===== src/rtl/fslot_pkg.sv =====
package fslot_pkg;

    typedef enum logic [2:0] {
        OP_PIN       = 3'd0,
        OP_UNPIN     = 3'd1,
        OP_REVOKE    = 3'd2,
        OP_RESERVE   = 3'd3,
        OP_UNRESERVE = 3'd4
    } fslot_op_e;

    typedef enum logic [2:0] {
        ERR_NONE      = 3'd0,
        ERR_RETRY     = 3'd1,
        ERR_DEADLOCK  = 3'd2,
        ERR_BUSY      = 3'd3,
        ERR_NOSPACE   = 3'd4,
        ERR_UNDERFLOW = 3'd5,
        ERR_SATURATED = 3'd6
    } fslot_err_e;

    function automatic bit fslot_count_ok(int n);
        return (n == 8) || (n == 16) || (n == 32);
    endfunction

endpackage


===== src/rtl/fslot_match.sv =====
module fslot_match #(
    parameter int NUM_SLOTS = 8,
    parameter int OBJ_W     = 16,
    localparam int IDX_W    = $clog2(NUM_SLOTS)
) (
    input  logic [NUM_SLOTS-1:0]            bound,
    input  logic [NUM_SLOTS-1:0][OBJ_W-1:0] obj_tab,
    input  logic [OBJ_W-1:0]                key,
    output logic                            hit,
    output logic [IDX_W-1:0]                hit_idx
);
    logic [NUM_SLOTS-1:0] hv;

    for (genvar i = 0; i < NUM_SLOTS; i++) begin : g_cmp
        assign hv[i] = bound[i] && (obj_tab[i] == key);
    end

    always_comb begin
        hit_idx = '0;
        for (int i = 0; i < NUM_SLOTS; i++)
            if (hv[i]) hit_idx = IDX_W'(i);
    end

    assign hit = |hv;
endmodule


===== src/rtl/fslot_victim.sv =====
module fslot_victim #(
    parameter int NUM_SLOTS = 8,
    localparam int IDX_W    = $clog2(NUM_SLOTS)
) (
    input  logic [NUM_SLOTS-1:0]            elig,
    input  logic [NUM_SLOTS-1:0][IDX_W-1:0] rank,
    output logic                            found,
    output logic [IDX_W-1:0]                idx,
    output logic [IDX_W:0]                  count
);
    logic [NUM_SLOTS-1:0] win;

    for (genvar i = 0; i < NUM_SLOTS; i++) begin : g_win
        always_comb begin
            win[i] = elig[i];
            for (int j = 0; j < NUM_SLOTS; j++)
                if (j != i && elig[j] && rank[j] < rank[i]) win[i] = 1'b0;
        end
    end

    always_comb begin
        idx   = '0;
        count = '0;
        for (int i = 0; i < NUM_SLOTS; i++) begin
            if (win[i]) idx = IDX_W'(i);
            count = count + (IDX_W+1)'(elig[i]);
        end
    end

    assign found = |elig;
endmodule


===== src/rtl/fslot_rank.sv =====
module fslot_rank #(
    parameter int NUM_SLOTS = 8,
    localparam int IDX_W    = $clog2(NUM_SLOTS)
) (
    input  logic                            clk,
    input  logic                            rst,
    input  logic                            mv_en,
    input  logic [IDX_W-1:0]                mv_slot,
    input  logic                            mv_mru,
    output logic [NUM_SLOTS-1:0][IDX_W-1:0] rank
);
    localparam logic [IDX_W-1:0] TOP = IDX_W'(NUM_SLOTS - 1);
    logic [IDX_W-1:0] pivot;

    assign pivot = rank[mv_slot];

    for (genvar i = 0; i < NUM_SLOTS; i++) begin : g_rank
        always_ff @(posedge clk) begin
            if (rst) begin
                rank[i] <= IDX_W'(i);
            end else if (mv_en) begin
                if (mv_slot == IDX_W'(i))
                    rank[i] <= mv_mru ? TOP : '0;
                else if (mv_mru && rank[i] > pivot)
                    rank[i] <= rank[i] - 1'b1;
                else if (!mv_mru && rank[i] < pivot)
                    rank[i] <= rank[i] + 1'b1;
            end
        end
    end
endmodule


===== src/rtl/fslot_alloc.sv =====
module fslot_alloc
    import fslot_pkg::*;
#(
    parameter int NUM_SLOTS = 8,
    parameter int OBJ_W     = 16,
    parameter int PIN_W     = 4,
    localparam int IDX_W    = $clog2(NUM_SLOTS)
) (
    input  logic             clk,
    input  logic             rst,
    input  logic             cmd_valid,
    input  logic [2:0]       cmd_op,
    input  logic [OBJ_W-1:0] cmd_obj,
    input  logic             cmd_tiled,
    input  logic [IDX_W-1:0] cmd_slot,
    input  logic             flip_pending,
    output logic             rsp_valid,
    output logic [2:0]       rsp_err,
    output logic             rsp_has_slot,
    output logic [IDX_W-1:0] rsp_slot,
    output logic             prog_valid,
    output logic             prog_bind,
    output logic [IDX_W-1:0] prog_slot,
    output logic [OBJ_W-1:0] prog_obj
);
    localparam logic [PIN_W-1:0] PIN_MAX = {PIN_W{1'b1}};

    initial begin
        if (!fslot_count_ok(NUM_SLOTS))
            $error("fslot_alloc: NUM_SLOTS must be 8, 16 or 32");
    end

    logic [NUM_SLOTS-1:0]             bound_q, resv_q;
    logic [NUM_SLOTS-1:0][OBJ_W-1:0]  obj_q;
    logic [NUM_SLOTS-1:0][PIN_W-1:0]  pin_q;
    logic [NUM_SLOTS-1:0][IDX_W-1:0]  rank;
    logic [NUM_SLOTS-1:0]             elig;

    logic             hit, vic_found;
    logic [IDX_W-1:0] hit_idx, vic_idx;
    logic [IDX_W:0]   free_cnt;

    for (genvar i = 0; i < NUM_SLOTS; i++) begin : g_elig
        assign elig[i] = !resv_q[i] && (pin_q[i] == '0);
    end

    fslot_match #(.NUM_SLOTS(NUM_SLOTS), .OBJ_W(OBJ_W)) u_match (
        .bound(bound_q), .obj_tab(obj_q), .key(cmd_obj),
        .hit(hit), .hit_idx(hit_idx)
    );

    fslot_victim #(.NUM_SLOTS(NUM_SLOTS)) u_victim (
        .elig(elig), .rank(rank),
        .found(vic_found), .idx(vic_idx), .count(free_cnt)
    );

    // decision for the current command
    fslot_err_e       nx_err;
    logic             nx_has, do_move, mv_mru, do_inc, do_dec;
    logic             do_bind, do_unbind, do_resv, do_unresv, do_prog;
    logic [IDX_W-1:0] tgt;

    always_comb begin
        nx_err    = ERR_NONE;
        nx_has    = 1'b0;
        tgt       = cmd_slot;
        do_move   = 1'b0;
        mv_mru    = 1'b0;
        do_inc    = 1'b0;
        do_dec    = 1'b0;
        do_bind   = 1'b0;
        do_unbind = 1'b0;
        do_resv   = 1'b0;
        do_unresv = 1'b0;
        do_prog   = 1'b0;
        case (fslot_op_e'(cmd_op))
            OP_PIN: begin
                if (hit) begin
                    tgt = hit_idx;
                    if (pin_q[hit_idx] == PIN_MAX) begin
                        nx_err = ERR_SATURATED;
                    end else begin
                        nx_has  = 1'b1;
                        do_inc  = 1'b1;
                        do_move = 1'b1;
                        mv_mru  = 1'b1;
                    end
                end else if (cmd_tiled) begin
                    if (vic_found) begin
                        tgt     = vic_idx;
                        nx_has  = 1'b1;
                        do_inc  = 1'b1;
                        do_bind = 1'b1;
                        do_prog = 1'b1;
                        do_move = 1'b1;
                        mv_mru  = 1'b1;
                    end else begin
                        nx_err = flip_pending ? ERR_RETRY : ERR_DEADLOCK;
                    end
                end
            end
            OP_UNPIN: begin
                if (pin_q[cmd_slot] == '0) nx_err = ERR_UNDERFLOW;
                else                       do_dec = 1'b1;
            end
            OP_REVOKE: begin
                if (hit) begin
                    tgt = hit_idx;
                    if (pin_q[hit_idx] != '0) begin
                        nx_err = ERR_BUSY;
                    end else begin
                        nx_has    = 1'b1;
                        do_unbind = 1'b1;
                        do_prog   = 1'b1;
                        do_move   = 1'b1;
                    end
                end
            end
            OP_RESERVE: begin
                if (free_cnt < (IDX_W+1)'(2)) begin
                    nx_err = ERR_NOSPACE;
                end else begin
                    tgt       = vic_idx;
                    nx_has    = 1'b1;
                    do_resv   = 1'b1;
                    do_unbind = 1'b1;
                    do_prog   = bound_q[vic_idx];
                end
            end
            OP_UNRESERVE: begin
                do_unresv = 1'b1;
                do_move   = 1'b1;
            end
            default: ;
        endcase
    end

    fslot_rank #(.NUM_SLOTS(NUM_SLOTS)) u_rank (
        .clk(clk), .rst(rst),
        .mv_en(cmd_valid && do_move), .mv_slot(tgt), .mv_mru(mv_mru),
        .rank(rank)
    );

    always_ff @(posedge clk) begin
        if (rst) begin
            bound_q      <= '0;
            resv_q       <= '0;
            obj_q        <= '0;
            pin_q        <= '0;
            rsp_valid    <= 1'b0;
            rsp_err      <= ERR_NONE;
            rsp_has_slot <= 1'b0;
            rsp_slot     <= '0;
            prog_valid   <= 1'b0;
            prog_bind    <= 1'b0;
            prog_slot    <= '0;
            prog_obj     <= '0;
        end else begin
            rsp_valid    <= cmd_valid;
            rsp_err      <= cmd_valid ? nx_err : ERR_NONE;
            rsp_has_slot <= cmd_valid && nx_has;
            rsp_slot     <= tgt;
            prog_valid   <= cmd_valid && do_prog;
            prog_bind    <= do_bind;
            prog_slot    <= tgt;
            prog_obj     <= cmd_obj;
            if (cmd_valid) begin
                for (int i = 0; i < NUM_SLOTS; i++) begin
                    if (tgt == IDX_W'(i)) begin
                        if (do_bind)   begin bound_q[i] <= 1'b1; obj_q[i] <= cmd_obj; end
                        if (do_unbind) bound_q[i] <= 1'b0;
                        if (do_inc)    pin_q[i] <= pin_q[i] + 1'b1;
                        if (do_dec)    pin_q[i] <= pin_q[i] - 1'b1;
                        if (do_resv)   resv_q[i] <= 1'b1;
                        if (do_unresv) resv_q[i] <= 1'b0;
                    end
                end
            end
        end
    end
endmodule


===== config.mk =====
export PLATFORM = sky130hd
export DESIGN_NAME = fslot_alloc
export DESIGN_NICKNAME = d
export VERILOG_FILES = /design/src/rtl/fslot_pkg.sv /design/src/rtl/fslot_match.sv /design/src/rtl/fslot_victim.sv /design/src/rtl/fslot_rank.sv /design/src/rtl/fslot_alloc.sv
export SDC_FILE = /design/constraint.sdc
export NUM_CORES = 1
export LEC_CHECK = 0
export ABC_AREA = 1
export BUFFER_PORTS_ARGS = -buffer_cell sky130_fd_sc_hd__buf_2
export CAP_MARGIN = 20
export CORE_UTILIZATION = 40
export CTS_CLUSTER_SIZE = 25
export DETAILED_ROUTE_END_ITERATION = 8
export PLACE_DENSITY = 0.61
export SLEW_MARGIN = 20
export SYNTH_ARGS = -nofsm -noshare
export SYNTH_HDL_FRONTEND = slang
export SYNTH_SLANG_ARGS = --single-unit

===== constraint.sdc =====
create_clock -name clk -period 7.1 [get_ports clk]
set_input_delay 1.065 -clock clk [delete_from_list [all_inputs] [get_ports clk]]
set_output_delay 1.065 -clock clk [all_outputs]
set_load 0.005 [all_outputs]

==> impl_metrics.yaml <==
cts:
  cts_buffers: 27
  clkSinkCount: 226
  cts_tree: "yes"
  cts.path.max_buffers: 3
  root_buffer: "clkbuf_16"
  cts_max_level: 1
  clk_latency_ns: 0.57
  path_clk_slew_ns: 0.06
floorplanning:
  die_height_um: 197.4
  die_area_sq_um: 38960
  die_x_um: 197.4
  std_cell_rows: 71
  start_util: 0.4064
  ios: 56
  core_sq_um: 37580
critical_path:
  critPathKind: "reg -> reg"
  worstSetupStartpoint: "pin_q[13]"
  cp_max_fo: 6
  cpPeakStageDelay_ns: 0.46
  worst_setup_path_end_kind: "register"
  start_kind: "register"
  arrival_ns: 6.87
  cpMaxStageDelayCell: "fa_1"
  worstPathRequired_ns: 7.51
  rr_startpoint: "pin_q[13]"
logic_synthesis:
  ys_seq_area_frac: 0.2963
  synth_area_sq_um: 15270
  yosys_warnings: 0
  synth_seq_cells: 226
  async_flop_share: 0
  synth_nets: 2444
  synth_edf_count: 0
  synth_area_per_cell_sq_um: 6.683
  synth_cell_types: 51
  ys.flop_type: "dfxtp_1"
  synth_cells: 2285
pwr:
  ir_worst_vdd_mv: 0.1487
  leakagePower_uw: 0.007602
  clkPwrFrac: 0.421
  power_density_nw_per_um2: 199.3
  switchingPower_uw: 1045
  pwr-share-seq: 0.393
  swShare: 0.3111
  p_int_uw: 2314
  combPwrFrac: 0.186
drt:
  wl_met1_um: 21980
  ant_nets: 0
  wire_per_inst_um: 16.57
  vias: 14930
  wl_um: 47050
  routed_via_density: 5.260
  wl_met3_um: 2382
  topRoutingLayerUsed: "met4"
  met2_wirelength_um: 21590
  dr.pass1.iters: 5
  drtIter0Drc: 1076
  drc: 0
global_routing:
  antenna_found_initial: 2
  grt_pass1_vias: 13730
  overflow: 0
  grt_first_pass_wirelength_um: 74730
  grt_usage: 0.2427
  grt_max_degree: 99
job:
  drv_cap: 0
placement:
  hpwl_um: 34450
  gp_congestion: 0.9159
  port_buffers: 55
sta:
  timing.hold.ws_ns: 0.4661
  rsz0062_at_grt: "no"
  setup_tns_ns: 0
  skew_ns: 0.01370
  fmax_mhz: 154.8
  min_period_ns: 6.462
  setup_violations: 0
  hold_violations: 0
  maxSlewViolCount: 0
  worst_slew_pin_slew_ns: 0.9811
  fin_crit_sh: 0.9101
  slew_headroom: 0.3409
layout:
  multi_input_area_sq_um: 9263
  final_nets: 2465
  ff_latch_area_sq_um: 4524
  layout_commonest_cell: "nand2_1"
  final_cell_mix: "nand2_1 (471), nor2_1 (251), inv_1 (250)"
  syn_to_final_growth_pct: 10.37
  drive_gt1_frac: 0.09716
  fill_cells: 3891
hold_path:
  hold_path_class: "reg -> reg"
  min_from: "obj_q[67]"
run_status:
  status: "complete, no violations"
[kinds of logic (layout without fill, tap and decap cells)]
group / count (synthesis) / after routing / synth area share
AO/OA/AOI/OAI: 527 / 527 / 0.1886
XOR/XNOR: 49 / 49 / 0.02811
adder cells (fa/ha/maj): 132 / 132 / 0.1146
buffers and inverters: 372 / 413 / 0.09874
flip-flops: 226 / 226 / 0.2963
other: 0 / 2 / 0
AND/OR/NAND/NOR: 979 / 979 / 0.2737
[per-layer routing]
metal  track usage  vias to the layer above
met2        0.3967                      302
met3       0.03688                       69
li1              -                     7571
met4       0.06747                        0
met5             0                        -
met1        0.3302                     6990
[path summary, 6_finish.rpt]
kind,cells past startpoint,slack (ns),end
min reg2reg,2,0.47,obj_q[67]
max reg2reg,33,0.64,u_rank.rank[23]
max,33,0.64,u_rank.rank[23]
min,2,0.47,obj_q[67]
[critical path, delay by kind of cell (launching register included)]
kind / cells / cell delay, ns
buf+inv: 5 / 0.49
simple gates: 15 / 1.74
flops: 1 / 0.33
fa+ha+maj: 6 / 2.41
xor+xnor: 1 / 0.16
compound gates: 6 / 1.16
[synth_stat cells (2+ instances only)]
master | count | area share
nand4_1 | 32 | 0.013
a21oi_1 | 216 | 0.071
nor3_1 | 13 | 0.0043
a211oi_1 | 8 | 0.0039
or2_0 | 3 | 0.0012
o21ai_2 | 2 | 0.0011
o21ai_0 | 188 | 0.062
buf_2 | 17 | 0.0056
fa_1 | 13 | 0.017
a31oi_1 | 9 | 0.0037
ha_1 | 119 | 0.098
o221ai_1 | 3 | 0.0017
a21boi_1 | 5 | 0.0025
a21boi_0 | 3 | 0.0015
dfxtp_1 | 226 | 0.30
or2_2 | 9 | 0.0037
buf_6 | 2 | 0.0015
inv_1 | 251 | 0.062
o21ai_1 | 39 | 0.013
inv_4 | 3 | 0.0012
o22ai_1 | 8 | 0.0033
xnor2_1 | 30 | 0.017
nand2_1 | 471 | 0.12
buf_4 | 18 | 0.0088
clkinv_1 | 2 | 0.00049
o211ai_1 | 30 | 0.015
nor2_1 | 254 | 0.062
o21bai_1 | 2 | 0.00098
nand3b_1 | 6 | 0.0029
buf_1 | 2 | 0.00049
nor2_4 | 4 | 0.0029
nand2_4 | 4 | 0.0029
clkbuf_1 | 43 | 0.011
nand2_2 | 22 | 0.0090
o21bai_2 | 5 | 0.0037
nor2_2 | 11 | 0.0045
xor2_1 | 19 | 0.011
nand3_1 | 147 | 0.048
inv_2 | 34 | 0.0084
[stage by stage]
step / power, uW / cells / setup slack (ns) / instance area (sq um) / utilization
global route: 3525 / 2837 / 0.04244 / 16850 / 0.4483
floorplan: 1792 / 2285 / 0.8199 / 15270 / -
global placement: 1946 / 2787 / 0.6485 / 15920 / 0.4236
finish: 3358 / 2839 / 0.6381 / 16850 / 0.4485
CTS: 3376 / 2836 / 0.4553 / 16820 / 0.4477
detailed placement: 1962 / 2787 / 0.4739 / 15920 / 0.4236
[sequential cells by signal, summed over array words and instances, names as in the netlist, 3 cells and up]
name and count:
bound_q 8, obj_q 128, pin_q 32, prog_obj 16, prog_slot 3, resv_q 8, rsp_err 3, u_rank.rank 24
[power groups by stage]
stage | registers [uW] | clock network [uW] | logic, uW
2_1_floorplan | 1330 | 0 | 457
3_3_place_gp | 1350 | 0 | 600
3_5_place_dp | 1350 | 0 | 616
4_1_cts | 1320 | 1440 | 618
5_1_grt | 1320 | 1500 | 709
6_report | 1320 | 1410 | 625
[layout make-up]
type,count,area share
diodes,2,0.0002970
clock buffers,36,0.04625
clock inverters,13,0.007424
inverters,290,0.06519
multi-input cells,1687,0.5496
flip-flops and latches,226,0.2685
well taps,511,0.03794
repair buffers,74,0.02480
[timing repair]
action                     CTS  global route
setup endpoints to repair    0            11
resized for setup            0             3
buffers inserted             0             1
hold buffers                 0             0
No activity file was read; power rests on OpenSTA's default activity.
